--- config.mk ---
export PLATFORM = sky130hd
export DESIGN_NAME = hpx_ctrl
export DESIGN_NICKNAME = d
export VERILOG_FILES = /design/src/rtl/hpx_pkg.sv /design/src/rtl/hpx_sync.sv /design/src/rtl/hpx_byte_gen.sv /design/src/rtl/hpx_ctrl.sv
export SDC_FILE = /design/constraint.sdc
export NUM_CORES = 1
export LEC_CHECK = 0
export BUFFER_PORTS_ARGS = -buffer_cell sky130_fd_sc_hd__buf_2
export CORE_ASPECT_RATIO = 2
export CORE_MARGIN = 2
export CORE_UTILIZATION = 30
export CTS_CLUSTER_SIZE = 28
export DETAILED_ROUTE_END_ITERATION = 10
export PLACE_DENSITY = 0.5
export SLEW_MARGIN = 10
export SYNTH_ARGS = -nofsm -noshare
export SYNTH_HDL_FRONTEND = slang
export SYNTH_SLANG_ARGS = --single-unit
--- constraint.sdc ---
create_clock -name clk -period 6.15 [get_ports clk]
set_input_delay 1.23 -clock clk [delete_from_list [all_inputs] [get_ports clk]]
set_output_delay 1.23 -clock clk [all_outputs]
set_load 0.01 [all_outputs]
--- src/rtl/hpx_pkg.sv ---
package hpx_pkg;
  typedef enum logic {KIND_WR = 1'b0, KIND_RD = 1'b1} hpx_kind_t;
  typedef enum logic {ST_IDLE = 1'b0, ST_XFER = 1'b1} hpx_state_t;

  typedef struct packed {
    logic       start;
    logic       stop;
    logic       read;
    logic       last;
    logic [7:0] data;
  } hpx_byte_t;

  localparam logic [7:0] CMD_OUT = 8'h02;
  localparam logic [7:0] CMD_IN  = 8'h00;
endpackage

--- src/rtl/hpx_sync.sv ---
module hpx_sync #(
  parameter logic RST_VAL = 1'b0
) (
  input  logic clk,
  input  logic rst_n,
  input  logic d,
  output logic q
);
  logic s0, s1;

  always_ff @(posedge clk or negedge rst_n) begin
    if (!rst_n) begin
      s0 <= RST_VAL;
      s1 <= RST_VAL;
    end else begin
      s0 <= d;
      s1 <= s0;
    end
  end

  assign q = s1;
endmodule

--- src/rtl/hpx_byte_gen.sv ---
module hpx_byte_gen
  import hpx_pkg::*;
#(
  parameter int DW    = 16,
  parameter int IDX_W = 3
) (
  input  hpx_kind_t        kind,
  input  logic [IDX_W-1:0] idx,
  input  logic [6:0]       addr,
  input  logic [DW-1:0]    img,
  output hpx_byte_t        bo,
  output logic             is_last
);
  localparam int NB     = DW / 8;
  localparam int WR_LEN = 2 + NB;
  localparam int RD_LEN = 3 + NB;

  logic [IDX_W-1:0] dsel;
  assign dsel = idx - IDX_W'(2);

  always_comb begin
    bo      = '0;
    is_last = 1'b0;
    if (kind == KIND_WR) begin
      if (idx == '0) begin
        bo.start = 1'b1;
        bo.data  = {addr, 1'b0};
      end else if (idx == IDX_W'(1)) begin
        bo.data = CMD_OUT;
      end else begin
        bo.data = img[dsel*8 +: 8];
        if (idx == IDX_W'(WR_LEN - 1)) begin
          bo.stop = 1'b1;
          is_last = 1'b1;
        end
      end
    end else begin
      if (idx == '0) begin
        bo.start = 1'b1;
        bo.data  = {addr, 1'b0};
      end else if (idx == IDX_W'(1)) begin
        bo.data = CMD_IN;
      end else if (idx == IDX_W'(2)) begin
        bo.start = 1'b1;
        bo.data  = {addr, 1'b1};
      end else begin
        bo.read = 1'b1;
        if (idx == IDX_W'(RD_LEN - 1)) begin
          bo.last = 1'b1;
          bo.stop = 1'b1;
          is_last = 1'b1;
        end
      end
    end
  end
endmodule

--- src/rtl/hpx_ctrl.sv ---
module hpx_ctrl
  import hpx_pkg::*;
#(
  parameter int DW = 16
) (
  input  logic          clk,
  input  logic          rst_n,
  input  logic          cfg_done,
  input  logic [6:0]    cfg_addr,
  input  logic [DW-1:0] hp_out,
  input  logic          exp_int_n,
  output logic          mst_req,
  output logic          mst_start,
  output logic          mst_stop,
  output logic          mst_read,
  output logic          mst_last,
  output logic [7:0]    mst_wdata,
  input  logic          mst_done,
  input  logic          mst_nack,
  input  logic [7:0]    mst_rdata,
  output logic [DW-1:0] hp_stat,
  output logic          stat_upd,
  output logic [DW-1:0] stat_chg,
  output logic          nack_err
);
  localparam int NB     = DW / 8;
  localparam int RD_LEN = 3 + NB;
  localparam int IDX_W  = $clog2(RD_LEN);
  localparam int BUF_W  = DW - 8;

  logic rst_q, int_s;

  hpx_sync #(.RST_VAL(1'b0)) u_rst_sync (
    .clk(clk), .rst_n(rst_n), .d(1'b1), .q(rst_q));
  hpx_sync #(.RST_VAL(1'b1)) u_int_sync (
    .clk(clk), .rst_n(rst_q), .d(exp_int_n), .q(int_s));

  hpx_state_t       st, st_n;
  hpx_kind_t        kind, kind_n;
  logic [IDX_W-1:0] idx, idx_n, rd_sel;
  logic             retry, retry_n;
  logic [DW-1:0]    shadow, shadow_n, img, img_n;
  logic [BUF_W-1:0] rdbuf, rdbuf_n;
  logic [DW-1:0]    stat, stat_n, chg, chg_n, new_stat;
  logic             upd, upd_n, err, err_n;
  hpx_byte_t        cur;
  logic             is_last;

  hpx_byte_gen #(.DW(DW), .IDX_W(IDX_W)) u_byte_gen (
    .kind(kind), .idx(idx), .addr(cfg_addr), .img(img),
    .bo(cur), .is_last(is_last));

  assign rd_sel   = idx - IDX_W'(3);
  assign new_stat = {mst_rdata, rdbuf};

  always_comb begin
    st_n     = st;
    kind_n   = kind;
    idx_n    = idx;
    retry_n  = retry;
    shadow_n = shadow;
    img_n    = img;
    rdbuf_n  = rdbuf;
    stat_n   = stat;
    chg_n    = chg;
    upd_n    = 1'b0;
    err_n    = err;
    case (st)
      ST_IDLE: begin
        if (cfg_done) begin
          if (hp_out != shadow) begin
            st_n     = ST_XFER;
            kind_n   = KIND_WR;
            img_n    = hp_out;
            shadow_n = hp_out;
            idx_n    = '0;
            retry_n  = 1'b0;
          end else if (!int_s) begin
            st_n    = ST_XFER;
            kind_n  = KIND_RD;
            idx_n   = '0;
            retry_n = 1'b0;
          end
        end
      end
      default: begin
        if (mst_done) begin
          if (mst_nack && !cur.read) begin
            err_n = 1'b1;
            idx_n = '0;
            if (retry) st_n = ST_IDLE;
            else       retry_n = 1'b1;
          end else if (is_last) begin
            st_n = ST_IDLE;
            if (kind == KIND_RD) begin
              stat_n = new_stat;
              chg_n  = new_stat ^ stat;
              upd_n  = 1'b1;
            end
          end else begin
            idx_n = idx + IDX_W'(1);
            if (cur.read) rdbuf_n[rd_sel*8 +: 8] = mst_rdata;
          end
        end
      end
    endcase
  end

  always_ff @(posedge clk or negedge rst_q) begin
    if (!rst_q) begin
      st     <= ST_IDLE;
      kind   <= KIND_WR;
      idx    <= '0;
      retry  <= 1'b0;
      shadow <= '0;
      img    <= '0;
      rdbuf  <= '0;
      stat   <= '0;
      chg    <= '0;
      upd    <= 1'b0;
      err    <= 1'b0;
    end else begin
      st     <= st_n;
      kind   <= kind_n;
      idx    <= idx_n;
      retry  <= retry_n;
      shadow <= shadow_n;
      img    <= img_n;
      rdbuf  <= rdbuf_n;
      stat   <= stat_n;
      chg    <= chg_n;
      upd    <= upd_n;
      err    <= err_n;
    end
  end

  assign mst_req   = (st == ST_XFER);
  assign mst_start = mst_req & cur.start;
  assign mst_stop  = mst_req & cur.stop;
  assign mst_read  = mst_req & cur.read;
  assign mst_last  = mst_req & cur.last;
  assign mst_wdata = mst_req ? cur.data : 8'h00;
  assign hp_stat   = stat;
  assign stat_upd  = upd;
  assign stat_chg  = chg;
  assign nack_err  = err;
endmodule

==> metrics, run 1 <==
status completed; EDFF count, synth 0; vias in the first global route 2582; final hold viol count 0; leak pwr 0.001981 uW; fraction of registers with async set/reset 100.0%; Initial DRC Count 35; worst min-delay path category flop to flop; NumNets Final 427; min Tclk post-route 4.024 ns; Syn Nets 346; Die ar. 12280 um^2; die width 79.36 um; deepest clock path buffer count 2; initial antenna violation count 0; met3 Track Usage GR 2.625%; worst rel slew slack 27.10%; PwrDens 415.4 nW/um^2; port buffer count 83; Final Cycle Share 65.43%; Critical Path Source Type flop; global-route wire length before repair 12720 um; Critical Path RT 4.92 ns; leading area contributor after synthesis dfrtp_1; Crit path max-delay family flip-flops; CP arrival 2.79 ns; count leader, synth dfrtp_1; PostCTS Resize Cnt 0; setup violators final 0; CTS tree yes; Cell Area, Synth 3407 um^2; maximum VDD drop 0.1722 mV; root buf cell clkbuf_16; H-tree depth 3; Synth top cells by count dfrtp_1 (66), nor2_1 (33), xnor2_1 (32); accumulated negative setup slack 0 ns; antenna diode count 0; CTS buffer count 9; GRT Util Overall 13.57%; grt met1 use 13.29%; Worst setup EP type primary output; Syn-to-layout area delta 23.94%; Buf/Inv on CP 2; slowest CP cell dfrtp_1; DP HPWL 5915 um; I/O Pins 84; Most used DFF post-synth dfrtp_1; flop-to-flop setup slack 2.87 ns; max cap viols 0; post-synthesis sequential element count 68; pin count of the biggest net entering global routing 67; CP max stage delay 0.70 ns; DR pass1 iterations 4; Yosys warnings 0; Placer Congestion 0.7877; Mapped Avg Cell Area 11.28 um^2; final wirelength 7840 um; crit path cell chain inv_1 > ha_1 > nor2_1 > nand3_1 > o21ai_0 > a32o_1 > buf_2; crit path max fanout 12; clk_lat worst skew 0.32 ns; row count 55; smallest hold slack 0.3524 ns; Worst Max-Slew Pin Slew 1.092 ns; Synth top area share 48.48%; Reg clk slew, reported paths 0.06 ns; top cells by area, synth dfrtp_1 (48%), mux2_2 (8.3%), xnor2_1 (8.2%); sequential-to-total area share from yosys stat 50.02%; Starting Density 30.37%; DR DRC count 0; Congestion Overflow GR 0; kind of critical path flop to primary output; layout cells sized above 1 36.60%; global routing usage on met2 25.99%; Die Y 154.7 um; Routed WL per cell 14.79 um; Slew Limit Fails 0; DR vias 2506; grt peak-use layer met2; setup bufs post-CTS 0; Mapped Cells 302; Netlist cell types 40; Core Area 11220 um^2; post-DR vias/cell 4.728; Clock Skews 0.006251 ns; hold_buf cts 0; fillcell total 1143; antenna-violating nets left 0; Num Clock Sinks 68; RSZ-0062 raised after global routing no; Fmax 248.5 MHz
==> placed cells by master (no fill, tap or decap), types with 7 or more instances in the layout <==
master / count
mux2_2: 25
xnor2_1: 32
ha_1: 7
o21ai_0: 15
mux2i_1: 8
mux2_4: 9
clkbuf_16: 9
dfrtp_1: 65
nor2_1: 32
inv_1: 7
a21oi_1: 20
nand2_1: 20
buf_2: 83
==> where the power goes <==
part           total [uW]  internal (uW)  switching [uW]
logic                 591            298             293
registers             675            549             126
clock network         488            286             202
total                1750           1130             621
==> routing by layer <==
metal | part of all wire, % | up-vias
met4 | 3.2 | 0
met1 | 36 | 1204
met2 | 56 | 82
met3 | 4.0 | 16
li1 | - | 1204
met5 | 0 | -
==> flip-flops by register name, indices dropped and copies added, names as in the netlist, 3 cells and up <==
name      cells
hp_stat      16
img          16
stat_chg     16
rdbuf         8
idx           3
==> path summary, 6_finish.rpt <==
check / startpoint / endpoint / depth (start not counted)
max: idx[0] / mst_wdata[4] / 7
min: u_rst_sync.s0 / u_rst_sync.q / 0
max reg2reg: idx[0] / rdbuf[4] / 7
min reg2reg: u_rst_sync.s0 / u_rst_sync.q / 0
max in group asynchronous: u_rst_sync.q / idx[2] / 1
min in group asynchronous: u_rst_sync.q / img[5] / 1
==> metrics by stage <==
stage               instances  worst slack [ns]  instance area (um^2)  util, %  power, uW
CTS                       530             2.087                  4223    37.65       1788
global placement          514             2.594                  3936    35.09       1269
detailed placement        514             2.472                  3936    35.09       1283
global route              530             1.905                  4223    37.65       1869
floorplan                 302             3.024                  3407        -       1101
finish                    530             2.126                  4223    37.65       1754
==> layout make-up <==
type                    count  area, um^2  share of cell area, %
clock buffers              10       239.0                  5.659
well taps                 142       177.7                  4.207
flip-flops and latches     68        1705                  40.39
multi-input cells         213        1604                  37.99
clock inverters             6       47.55                  1.126
repair buffers             84       422.9                  10.01
inverters                   7       26.28                 0.6222
==> cells by family (layout without fill, tap and decap cells) <==
group                      count (synthesis)  count (layout)  share of synthesized area, %
buffers and inverters                     21             107                         3.121
AOI/OAI and AO/OA                         53              53                         10.14
other                                      1               1                        0.1101
muxes                                     42              42                         14.58
xor gates and xnor gates                  32              32                         8.226
adders and majority gates                  7               7                         2.571
and+or+nand+nor                           78              78                         11.24
DFF                                       68              68                         50.02
Note: power is estimated with default switching activity, not from simulation.
==> run 2: changes to the inputs <==
clock period = 3.99 ns   (was 6.15 ns; I/O delays follow)
==> run 2 against run 1 <==
  * Via count fell by 0.48%
  * Sequential cell count did not move
  * Non-clock buffer count rose by 3
  * Utilization rose by 0.20 points
  * Clock power rose by 55%
  * Sequential share of layout area fell by 0.21 points
  * Die area did not move
  * Worst setup slack got worse by 1.7 ns
  * Clock skew rose by 0.00073 ns
  * Register-to-register slack got worse by 1.8 ns
  * Critical path type unchanged
==> metrics, run 2 (same netlist as run 1, synthesis figures left out) <==
status completed (unchanged); sequential power share 38.4% (was 38.5%); Starting Density 30.37% (unchanged); Worst Max-Slew Pin Slew 0.8668 ns (was 1.092 ns); crit path max fanout 12 (unchanged); antenna diode count 0 (unchanged); I/O Pins 84 (unchanged); CP arrival 2.80 ns (was 2.79 ns); kind of critical path flop to primary output (unchanged); post-route design area 4245 um^2 (was 4223 um^2); clk_lat worst skew 0.32 ns (about the same); initial antenna violation count 0 (unchanged); post-DR vias/cell 4.679 (was 4.728); met3 wire length 388 um (was 314 um); DP HPWL 6053 um (was 5915 um); global-route wire length before repair 12810 um (was 12720 um); Placer Congestion 0.7908 (was 0.7877); maximum VDD drop 0.2916 mV (was 0.1722 mV); Core Area 11220 um^2 (unchanged); WL met1 2955 um (was 2850 um); Final Cycle Share 90.21%; layout cells sized above 1 37.08% (was 36.60%); Psw 958.6 uW (was 620.9 uW); Finished Layout Cells 533 (was 530); Initial DRC Count 48 (was 35); Net Sw Frac 35.32% (was 35.39%); PwrDens 639.4 nW/um^2 (was 415.4 nW/um^2); max cap viols 0 (unchanged); final wirelength 7870 um (was 7840 um); CP max stage delay 0.70 ns (about the same); leak pwr 0.001997 uW (was 0.001981 uW); vias in the first global route 2615 (was 2582); dpl cells 517 (was 514); GRT Util Overall 13.57% (unchanged); worst r2r src idx[0] (unchanged); port buffer count 83 (unchanged); Congestion Overflow GR 0 (unchanged); DR DRC count 0 (unchanged); crit path cell chain inv_1 > ha_1 > nor2_1 > nand3_1 > o21ai_0 > a32o_1 > buf_2 (unchanged); pin count of the biggest net entering global routing 50 (was 67); RSZ-0062 raised after global routing no (unchanged); hold_buf cts 0 (unchanged); NumNets Final 430 (was 427); Worst R2R End rdbuf[6] (was rdbuf[4]); row count 55 (unchanged); Critical Path RT 3.19 ns (was 4.92 ns); deepest clock path buffer count 2 (unchanged); flop-to-flop setup slack 1.10 ns (was 2.87 ns); Clock power frac 27.8% (about the same); min Tclk post-route 3.599 ns; depth of the worst register-to-register path 9 (was 7); Crit path max-delay family flip-flops (unchanged); Die Y 154.7 um (unchanged); Reg clk slew, reported paths 0.06 ns (about the same); die width 79.36 um (unchanged); critical path depth in cells 7 (unchanged); Buf/Inv on CP 2 (unchanged); Comb power frac 33.8% (was 33.7%); DR vias 2494 (was 2506); setup bufs post-CTS 0 (unchanged); Critical Path Source Type flop (unchanged); accumulated negative setup slack 0 ns (unchanged); overall power 2714 uW (was 1754 uW); final hold viol count 0 (unchanged); Clock Skews 0.006984 ns (was 0.006251 ns); CTS buffer count 9 (unchanged); setup violators final 0 (unchanged); worst rel slew slack 42.09% (was 27.10%); Die ar. 12280 um^2 (unchanged); Met2 Wirelength 4240 um (was 4425 um); Num Clock Sinks 68 (unchanged); H-tree depth 3 (unchanged); DR pass1 iterations 6 (was 4); Slew Limit Fails 0 (unchanged); Fmax 277.8 MHz; Area after DPL 3959 um^2 (was 3936 um^2); root buf cell clkbuf_16 (unchanged); commonest non-fill, non-tap cells in the layout buf_2 (83), dfrtp_1 (65), nor2_1 (32), xnor2_1 (32), mux2_2 (25) (unchanged); Routed WL per cell 14.77 um (was 14.79 um); slowest CP cell dfrtp_1 (unchanged); Worst setup EP type primary output (unchanged); worst min-delay path category input port to async pin (was flop to flop); Int Power 1756 uW (was 1133 uW); PostCTS Resize Cnt 0 (unchanged); final setup margin 0.3907 ns (was 2.126 ns); most common cell after layout, fill and taps aside buf_2 (unchanged); top sig layer met4 (unchanged); DP Worst Slack 0.7179 ns (was 2.472 ns); launch point of the worst path idx[0] (unchanged); antenna-violating nets left 0 (unchanged); Syn-to-layout area delta 24.61% (was 23.94%); CTS tree yes (unchanged)
==> run 2: metrics by stage <==
step,utilization [%],hold slack [ns]
after floorplan,-,0.3312
after global placement,35.29,0.3335
final,37.85,0.2410
after detailed placement,35.29,0.3182
after global routing,37.85,0.2283
after CTS,37.85,0.2228
==> run 2: worst max path at each step <==
stage | endpoint
after floorplan | mst_wdata[3]
after global placement | mst_wdata[4]
after detailed placement | mst_wdata[4]
after CTS | mst_wdata[4]
after global routing | mst_wdata[4]
final | mst_wdata[7]
==> run 2: metal layers <==
| metal | track usage, % | up-vias |
|---|---|---|
| met2 | 24.86 | 82 |
| met1 | 14.04 | 1175 |
| met3 | 3.384 | 17 |
| li1 | - | 1220 |
| met5 | 0 | - |
| met4 | 6.486 | 0 |
==> run 2: worst reg2reg max path, stage by stage (launching register included) <==
cell and delay (ns):
dfrtp_1 0.70, ha_1 0.30, ha_1 0.24, inv_1 0.09, ha_1 0.24, nor2b_1 0.11
nand4_1 0.10, nand4bb_1 0.63, nand2_1 0.24, o21ai_0 0.10
==> run 2: power groups by stage <==
| stage | clock network (uW) | logic [uW] | registers, uW |
|---|---|---|---|
| floorplan | 0 | 700 | 997 |
| global placement | 0 | 910 | 1060 |
| detailed placement | 0 | 932 | 1060 |
| CTS | 789 | 933 | 1050 |
| global route | 807 | 1010 | 1070 |
| finish | 754 | 917 | 1040 |
==> run 2: final cells by class <==
cell class,count,area (um^2)
Clock buffer,10,239.0
Clock inverter,6,47.55
Sequential cell,68,1705
Multi-Input combinational cell,213,1604
Inverter,7,26.28
Fill cell,1121,6972
Tap cell,142,177.7
Timing Repair Buffer,87,445.4
